==> config.mk <==
export PLATFORM = sky130hd
export DESIGN_NAME = uart_irq_ctrl
export DESIGN_NICKNAME = d
export VERILOG_FILES = /design/src/rtl/uart_irq_pkg.sv /design/src/rtl/uart_irq_latch.sv /design/src/rtl/uart_irq_tmo.sv /design/src/rtl/uart_irq_prio.sv /design/src/rtl/uart_irq_ctrl.sv
export SDC_FILE = /design/constraint.sdc
export NUM_CORES = 1
export LEC_CHECK = 0
export ABC_AREA = 1
export CORE_UTILIZATION = 44
export DETAILED_ROUTE_END_ITERATION = 8
export PLACE_DENSITY = 0.85
export SETUP_SLACK_MARGIN = 0.15
export SLEW_MARGIN = 25
export SYNTH_ARGS = -nofsm -noshare
export SYNTH_HDL_FRONTEND = slang
export SYNTH_SLANG_ARGS = --single-unit
export TNS_END_PERCENT = 1
==> constraint.sdc <==
create_clock -name clk_i -period 1.7 [get_ports clk_i]
set_input_delay 0.255 -clock clk_i [delete_from_list [all_inputs] [get_ports clk_i]]
set_output_delay 0.255 -clock clk_i [all_outputs]
set_load 0.02 [all_outputs]
==> src/rtl/uart_irq_pkg.sv <==
`timescale 1ns/1ps
package uart_irq_pkg;
  localparam int NSRC  = 7;
  localparam int IID_W = 6;

  typedef enum int {
    SRC_RXT = 0, SRC_TMO = 1, SRC_THRE = 2, SRC_MSR = 3,
    SRC_XOFF = 4, SRC_CTS = 5, SRC_RTS = 6
  } src_e;

  localparam logic [IID_W-1:0] ID_NONE = 6'h01;

  function automatic logic [IID_W-1:0] src_code(int idx);
    case (idx)
      SRC_RXT:  return 6'h04;
      SRC_TMO:  return 6'h0C;
      SRC_THRE: return 6'h02;
      SRC_MSR:  return 6'h00;
      SRC_XOFF: return 6'h10;
      default:  return 6'h20;
    endcase
  endfunction
endpackage

==> src/rtl/uart_irq_latch.sv <==
`timescale 1ns/1ps
module uart_irq_latch (
  input  logic clk_i,
  input  logic rst_ni,
  input  logic set_i,
  input  logic clr_i,
  output logic q_o
);
  // set dominates a coincident clear
  always_ff @(posedge clk_i or negedge rst_ni) begin
    if (!rst_ni)     q_o <= 1'b0;
    else if (set_i)  q_o <= 1'b1;
    else if (clr_i)  q_o <= 1'b0;
  end
endmodule

==> src/rtl/uart_irq_tmo.sv <==
`timescale 1ns/1ps
module uart_irq_tmo #(
  parameter int CNT_W     = 5,
  parameter int CHAR_BITS = 10
) (
  input  logic             clk_i,
  input  logic             rst_ni,
  input  logic [CNT_W-1:0] level_i,
  input  logic             push_i,
  input  logic             rd_i,
  input  logic             tick_i,
  output logic             fire_o
);
  localparam int LIMIT = 4 * CHAR_BITS + 12;
  localparam int TW    = $clog2(LIMIT + 1);
  localparam logic [TW-1:0] LIM_V = TW'(LIMIT);

  logic [TW-1:0] cnt_q;
  logic          idle_restart;

  assign idle_restart = push_i | rd_i | (level_i == '0);
  assign fire_o = !idle_restart && tick_i && (cnt_q == LIM_V - 1'b1);

  always_ff @(posedge clk_i or negedge rst_ni) begin
    if (!rst_ni)                       cnt_q <= '0;
    else if (idle_restart)             cnt_q <= '0;
    else if (tick_i && cnt_q != LIM_V) cnt_q <= cnt_q + 1'b1;
  end
endmodule

==> src/rtl/uart_irq_prio.sv <==
`timescale 1ns/1ps
module uart_irq_prio import uart_irq_pkg::*; (
  input  logic [NSRC-1:0]  act_i,
  output logic [NSRC-1:0]  sel_o,
  output logic [IID_W-1:0] id_o
);
  // lowest index wins: scan upward from the weakest
  always_comb begin
    sel_o = '0;
    id_o  = ID_NONE;
    for (int i = NSRC - 1; i >= 0; i--) begin
      if (act_i[i]) begin
        sel_o = '0;
        sel_o[i] = 1'b1;
        id_o  = src_code(i);
      end
    end
  end
endmodule

==> src/rtl/uart_irq_ctrl.sv <==
`timescale 1ns/1ps
module uart_irq_ctrl import uart_irq_pkg::*; #(
  parameter int FIFO_DEPTH = 16,
  parameter int CHAR_BITS  = 10,
  parameter int CNT_W      = $clog2(FIFO_DEPTH + 1)
) (
  input  logic              clk_i,
  input  logic              rst_ni,
  input  logic [CNT_W-1:0]  rx_level_i,
  input  logic [CNT_W-1:0]  rx_trig_i,
  input  logic              rx_push_i,
  input  logic              rx_bit_tick_i,
  input  logic              rbr_rd_i,
  input  logic              thr_empty_i,
  input  logic              thr_wr_i,
  input  logic [3:0]        msr_delta_i,
  input  logic              msr_rd_i,
  input  logic              xoff_det_i,
  input  logic              spec_det_i,
  input  logic              xon_rx_i,
  input  logic              cts_i,
  input  logic              cts_auto_en_i,
  input  logic              rts_i,
  input  logic              rts_auto_en_i,
  input  logic              iir_rd_i,
  input  logic [NSRC-1:0]   irq_en_i,
  output logic [NSRC-1:0]   pend_o,
  output logic [IID_W-1:0]  iir_o,
  output logic              irq_o
);
  logic [NSRC-1:0] set_v, clr_v, sel, rd_clr;
  logic thr_q, cts_q, rts_q, spec_q, tmo_fire, at_trig;

  // edge history resets high so only a seen 0->1 counts
  always_ff @(posedge clk_i or negedge rst_ni) begin
    if (!rst_ni) begin
      thr_q  <= 1'b1;
      cts_q  <= 1'b1;
      rts_q  <= 1'b1;
      spec_q <= 1'b0;
    end else begin
      thr_q <= thr_empty_i;
      cts_q <= cts_i;
      rts_q <= rts_i;
      if (set_v[SRC_XOFF]) spec_q <= spec_det_i;
    end
  end

  uart_irq_tmo #(.CNT_W(CNT_W), .CHAR_BITS(CHAR_BITS)) u_tmo (
    .clk_i  (clk_i),
    .rst_ni (rst_ni),
    .level_i(rx_level_i),
    .push_i (rx_push_i),
    .rd_i   (rbr_rd_i),
    .tick_i (rx_bit_tick_i),
    .fire_o (tmo_fire)
  );

  uart_irq_prio u_prio (
    .act_i(pend_o & irq_en_i),
    .sel_o(sel),
    .id_o (iir_o)
  );

  assign rd_clr  = iir_rd_i ? sel : '0;
  assign at_trig = rx_level_i >= rx_trig_i;

  always_comb begin
    set_v = '0;
    clr_v = '0;
    set_v[SRC_RXT]  = at_trig;
    clr_v[SRC_RXT]  = !at_trig;
    set_v[SRC_TMO]  = tmo_fire;
    clr_v[SRC_TMO]  = rbr_rd_i;
    set_v[SRC_THRE] = thr_empty_i & ~thr_q;
    clr_v[SRC_THRE] = thr_wr_i | rd_clr[SRC_THRE];
    set_v[SRC_MSR]  = |msr_delta_i;
    clr_v[SRC_MSR]  = msr_rd_i;
    set_v[SRC_XOFF] = xoff_det_i | spec_det_i;
    clr_v[SRC_XOFF] = xon_rx_i | rd_clr[SRC_XOFF] | (rx_push_i & spec_q);
    set_v[SRC_CTS]  = cts_auto_en_i & cts_i & ~cts_q;
    clr_v[SRC_CTS]  = msr_rd_i | rd_clr[SRC_CTS];
    set_v[SRC_RTS]  = rts_auto_en_i & rts_i & ~rts_q;
    clr_v[SRC_RTS]  = msr_rd_i | rd_clr[SRC_RTS];
  end

  for (genvar k = 0; k < NSRC; k++) begin : g_src
    uart_irq_latch u_lat (
      .clk_i (clk_i),
      .rst_ni(rst_ni),
      .set_i (set_v[k]),
      .clr_i (clr_v[k]),
      .q_o   (pend_o[k])
    );
  end

  assign irq_o = |(pend_o & irq_en_i);
endmodule

---- Word-level counts from Yosys, hierarchy flattened ----
Cells that the tools add are included.
word-level totals
  bits in registers ....................... 17
  input bits .............................. 37
  output and inout port bits .............. 14
  word-level logic and storage cells ...... 78
cells by class
  reductions and logical operators ........ 14
  muxes and demuxes ....................... 30
  bitwise operators ....................... 18
  equality and inequality tests ........... 2
  order comparisons ....................... 1
  add/subtract/negate cells ............... 1
operators by type and width
  operator               count
  $mux W7                8
  $mux W6                9
  $reduce_bool A2 Y1     7
  $mux W1                13
  $or A1 B1 Y1           8
  $and A7 B7 Y7          1
  $reduce_or A7 Y1       1
  $add A6 B1 Y6 const B  1
  $and A1 B1 Y1          6
  $eq A6 B6 Y1 const B   1
  $ne A6 B6 Y1 const B   1
  $ge A5 B5 Y1           1
  $logic_not A5 Y1       1
  $reduce_or A4 Y1       1
  $logic_and A1 B1 Y1    3
  $not A1 Y1             3
  $logic_not A1 Y1       1

---- Longest topological paths before layout ----
  depth after elaboration ................. 13
  mapped depth ............................ 9

---- Cells and area by module ----
A second synthesis with hierarchy kept.
second synthesis, totals
  cell total of the unflattened synthesis .. 196
  area, all modules ....................... 1,271.2 µm²
modules (own cells, without submodules)
  module          instances  area an instance (µm²)  cells each
  uart_irq_ctrl   1          437.9                   73
  uart_irq_tmo    1          402.9                   59
  uart_irq_latch  7          40.0                    5
  uart_irq_prio   1          150.1                   29

---- Worst setup path after synthesis ----
Ideal clock, no wire load.
  path kind ............................... register to output
  from .................................... register g_src[1].u_lat.q_o
  to ...................................... output port iir_o[5]
  path slack .............................. 0.092 ns
  buffers on the path ..................... 0
  arrival ................................. 1.353 ns
  required time ........................... 1.445 ns
  stages on the path, launching flop included .. 6
  path through ............................ dfrtp_1 nand2_1 nand2_1 nor2_2 inv_2 nor3_1
on the way
  longest elaborated chain between the ends .. 3
ends and longest elaborated chain
  what                      line                  source
  start: declaration        uart_irq_latch.sv:7   output logic q_o
  start signal: assignment  uart_irq_latch.sv:11  if (!rst_ni) q_o <= 1'b0;
  start signal: assignment  uart_irq_latch.sv:12  else if (set_i) q_o <= 1'b1;
  start signal: assignment  uart_irq_latch.sv:13  else if (clr_i) q_o <= 1'b0;
  $and A7 B7 Y7             uart_irq_ctrl.sv:60   .act_i(pend_o & irq_en_i),
  $mux W6 (2 in a row)      uart_irq_prio.sv:12   if (act_i[i]) begin
  end: declaration          uart_irq_ctrl.sv:28   output logic [IID_W-1:0] iir_o,
No other way between the ends.

---- Worst setup path in the final report ----
  from .................................... register g_src[2].u_lat.q_o
  to ...................................... output port pend_o[2]
RTL lines
  what                      line                  source
  start: declaration        uart_irq_latch.sv:7
  start signal: assignment  uart_irq_latch.sv:11
  start signal: assignment  uart_irq_latch.sv:12
  start signal: assignment  uart_irq_latch.sv:13
  end: declaration          uart_irq_ctrl.sv:27   output logic [NSRC-1:0] pend_o,
No word-level cell between the ends.

==> summary.md <==
| Metric | Value |
|---|---|
| Final setup violation count | `0` |
| Synth Cell Area | `0.001090 mm²` |
| H-tree depth | `1` |
| Largest net degree at the start of global routing | `18` |
| VDD IR max | `0.5003 mV` |
| Fin crit share | `0.9486` |
| Final Worst Setup Slack | `roughly 0.087 ns` |
| Reg2reg setup slack | `between 0.3 and 0.4 ns` |
| Initial DRT Pass Iterations | `5` |
| All-layer global routing usage | `0.2253` |
| Final #Nets | `approximately 250` |
| Met3 WL | `around 230 µm` |
| Mean routed wirelength per cell | `approximately 11 µm` |
| Seq/Total Area, Yosys | `0.3938` |
| Final Wtd Congestion | `0.7460` |
| Initial antenna violation count | `0` |
| Metal2 WL | `1356 µm` |
| DP HPWL | `around 2200 µm` |
| Row Count | `17` |
| WL final | `about 2700 µm` |
| Die H | `slightly above 50 µm` |
| CTS buffer count | `3` |
| Clock Tree Root | `clkbuf_4` |
| Core area | `0.002276 mm²` |
| Pleak | `0.8938 nW` |
| Syn-to-layout area delta | `56.26%` |
| Syn Nets | `approximately 190` |
| Number of vias per cell | `~4.9` |
| Design area | `between 0.0015 and 0.002 mm²` |
| Seq pwr share | `0.467` |
| Slew @ Worst Pin | `around 0.27 ns` |
| Via Count | `about 1,200` |
| Period minus WS final | `about 1.6 ns` |
| Total of max-cap violations | `0` |
| # diodes | `0` |
| Routed Antenna Nets | `0` |
| Clock Tree Buf Depth | `2` |
| Port buffer count | `50` |
| Worst Setup End Kind | `primary output` |
| Hold crit path type | `in2async` |
| Drt first-iter violations | `13` |
| Yosys reg bits | `17` |
| Placed cell areas | `~0.0017 mm²` |
| Cell taking the most area after synthesis | `dfrtp_1` |
| Slew HR | `0.8197` |
| GR Overflow Total | `0` |
| Final setup TNS | `0 ns` |
| Hold Vio Cnt, Final | `0` |
| DRC | `0` |
| CP Data Required Time | `1.44 ns` |
| Int Pwr | `0.6732 mW` |
| Cell variety after synth | `22` |
| Storage cell area | `between 400 and 500 µm²` |
| Cell Pwr Density | `between 500 and 600 mW/mm²` |
| Hold slack | `roughly 0.27 ns` |
| Worst path arrival time | `approximately 1.4 ns` |
| Maximum clock rate | `approximately 620 MHz` |
| Post-Route M1 WL | `between 1000 and 1500 µm` |
| # IOs | `around 50` |
| Critical path class | `reg2out` |
| Post-Synthesis Cells | `148` |
| Clock skew | `roughly 0.0058 ns` |
| Ranking of synthesized cells by area | `dfrtp_1 32%, nand2_1 12%, nand3_1 8.7%` |
| Crit Path Max Fanout | `2` |
| Dpl ws | `-0.3697 ns` |
| Top sig layer | `met4` |
| Asr flop ratio synth | `1.000` |
| Worst-path clk slew | `0.10 ns` |
| Initial Util | `0.4788` |
| Switching part of the total | `0.2781` |
| First-pass GRT wire length | `4443 µm` |
| Main synth FF type | `dfrtp_1` |
| Layout cells sized above 1 | `0.1722` |
| RSZ-0062 raised after global routing | `true` |
| Status | `finished clean` |
| Ys Warns | `0` |
| Multi-input gate area | `526.8 µm²` |
| Power share of the clock group | `0.231` |
| Die area | `~0.0027 mm²` |
| Vias in the first global route | `1,104` |
| Die width | `approximately 52 µm` |
| Post-synth EDFFs | `0` |
| Synth top area share | `0.3215` |
| Clk_lat worst skew | `~0.29 ns` |
| Critical Path Start Type | `flop` |
| TritonCTS clock tree | `yes` |
| Slew Limit Fails | `0` |
| FILL cells | `about 160` |
| Switch Pwr | `around 0.26 mW` |
| Combinational power share | `0.302` |
| Average cell area after synthesis | `around 7.4 µm²` |
| Num Clock Sinks | `17` |
==> worst paths after layout <==
check                                          startpoint  depth (start not counted)                           end
max                        g_src[2].u_lat.q_o$_DFFE_PN0P_                          2                     pend_o[2]
min                                                rst_ni                          2  g_src[0].u_lat.q_o$_DFF_PN0_
max reg2reg                    u_tmo.cnt_q[0]$_DFFE_PN0P_                          9    u_tmo.cnt_q[5]$_DFFE_PN0P_
min reg2reg                            spec_q$_DFFE_PN0P_                          1            spec_q$_DFFE_PN0P_
max in group asynchronous                          rst_ni                          2               rts_q$_DFF_PN1_
min in group clk_i                            thr_empty_i                          1               thr_q$_DFF_PN1_
==> power by group through the flow <==
stage	clock network [mW]	registers, mW	logic, mW
after CTS	0.227	0.436	0.281
after detailed placement	0	0.443	0.283
after global placement	0	0.442	0.273
final	0.215	0.435	0.282
after floorplan	0	0.441	0.116
after global routing	0.239	0.438	0.310
==> worst max-delay path, stage by stage, from the launching register on <==
cell	delay, ns
dfrtp_1	0.36
buf_4	0.12
clkdlybuf4s50_1	0.58
==> Yosys cell counts (2+ instances only) <==
| master | number |
|---|---|
| inv_2 | 3 |
| nand2_1 | 34 |
| o21ai_0 | 3 |
| dfstp_2 | 3 |
| nand3_1 | 19 |
| buf_4 | 7 |
| dfrtp_1 | 14 |
| a21oi_1 | 3 |
| nor2_2 | 2 |
| a21o_1 | 2 |
| nor2_1 | 15 |
| o21ai_1 | 3 |
| xnor2_1 | 2 |
| ha_1 | 7 |
| inv_1 | 24 |
==> final cells by class <==
type	count	share of cell area
Tap cell	28	0.02057
Sequential cell	17	0.2520
Clock buffer	4	0.01543
Inverter	27	0.05952
Multi-Input combinational cell	97	0.3093
Timing Repair Buffer	64	0.3431
==> layout by cell type, fill, tap and decap left out, types with 2 or more instances in the layout <==
master,Yosys,layout
ha_1,7,7
nor2_1,15,15
dlygate4sd2_1,0,3
inv_1,24,24
clkdlybuf4s50_1,0,41
clkbuf_4,0,3
nand2_1,34,32
dfrtp_1,14,14
a21oi_1,3,3
buf_2,0,3
o21ai_1,3,3
nand2_2,1,3
xnor2_1,2,2
buf_4,7,16
a21o_1,2,2
inv_2,3,3
o21ai_0,3,3
dfstp_2,3,3
nand3_1,19,18
==> per-layer routing <==
layer,global-route usage,vias up
met5,0,-
met4,0.08559,0
met3,0.06725,4
met2,0.4048,50
met1,0.2468,525
li1,-,578
==> registers in the layout (all words and copies together) (netlist names) <==
name and count:
spec_q 1, g_src.u_lat.q_o 7, thr_q 1, cts_q 1, u_tmo.cnt_q 6, rts_q 1
==> metrics by stage <==
stage	utilization	std cells	total power [mW]
2_1_floorplan	-	148	0.5572
3_3_place_gp	0.7328	231	0.7150
3_5_place_dp	0.7328	231	0.7264
4_1_cts	0.7372	236	0.9434
5_1_grt	0.7482	237	0.9869
6_report	0.7482	237	0.9324
==> what timing repair did <==
| item | CTS | global route |
|---|---|---|
| endpoints found under the setup margin | 13 | 13 |
| hold buffers | 0 | 0 |
| setup buffers | 1 | 1 |
| pin swaps | 1 | 1 |
| gates resized for setup | 24 | 6 |
==> logic make-up (layout without fill, tap and decap cells) <==
logic type / count (synthesis) / after routing / share of synthesized area
AO/OA/AOI/OAI: 14 / 14 / 0.07462
adder cells (fa/ha/maj): 7 / 7 / 0.08036
flip-flops: 17 / 17 / 0.3938
buffers and inverters: 34 / 95 / 0.1412
XOR/XNOR: 2 / 2 / 0.01608
AND/OR/NAND/NOR: 74 / 74 / 0.2939
No activity file was read; power rests on OpenSTA's default activity.
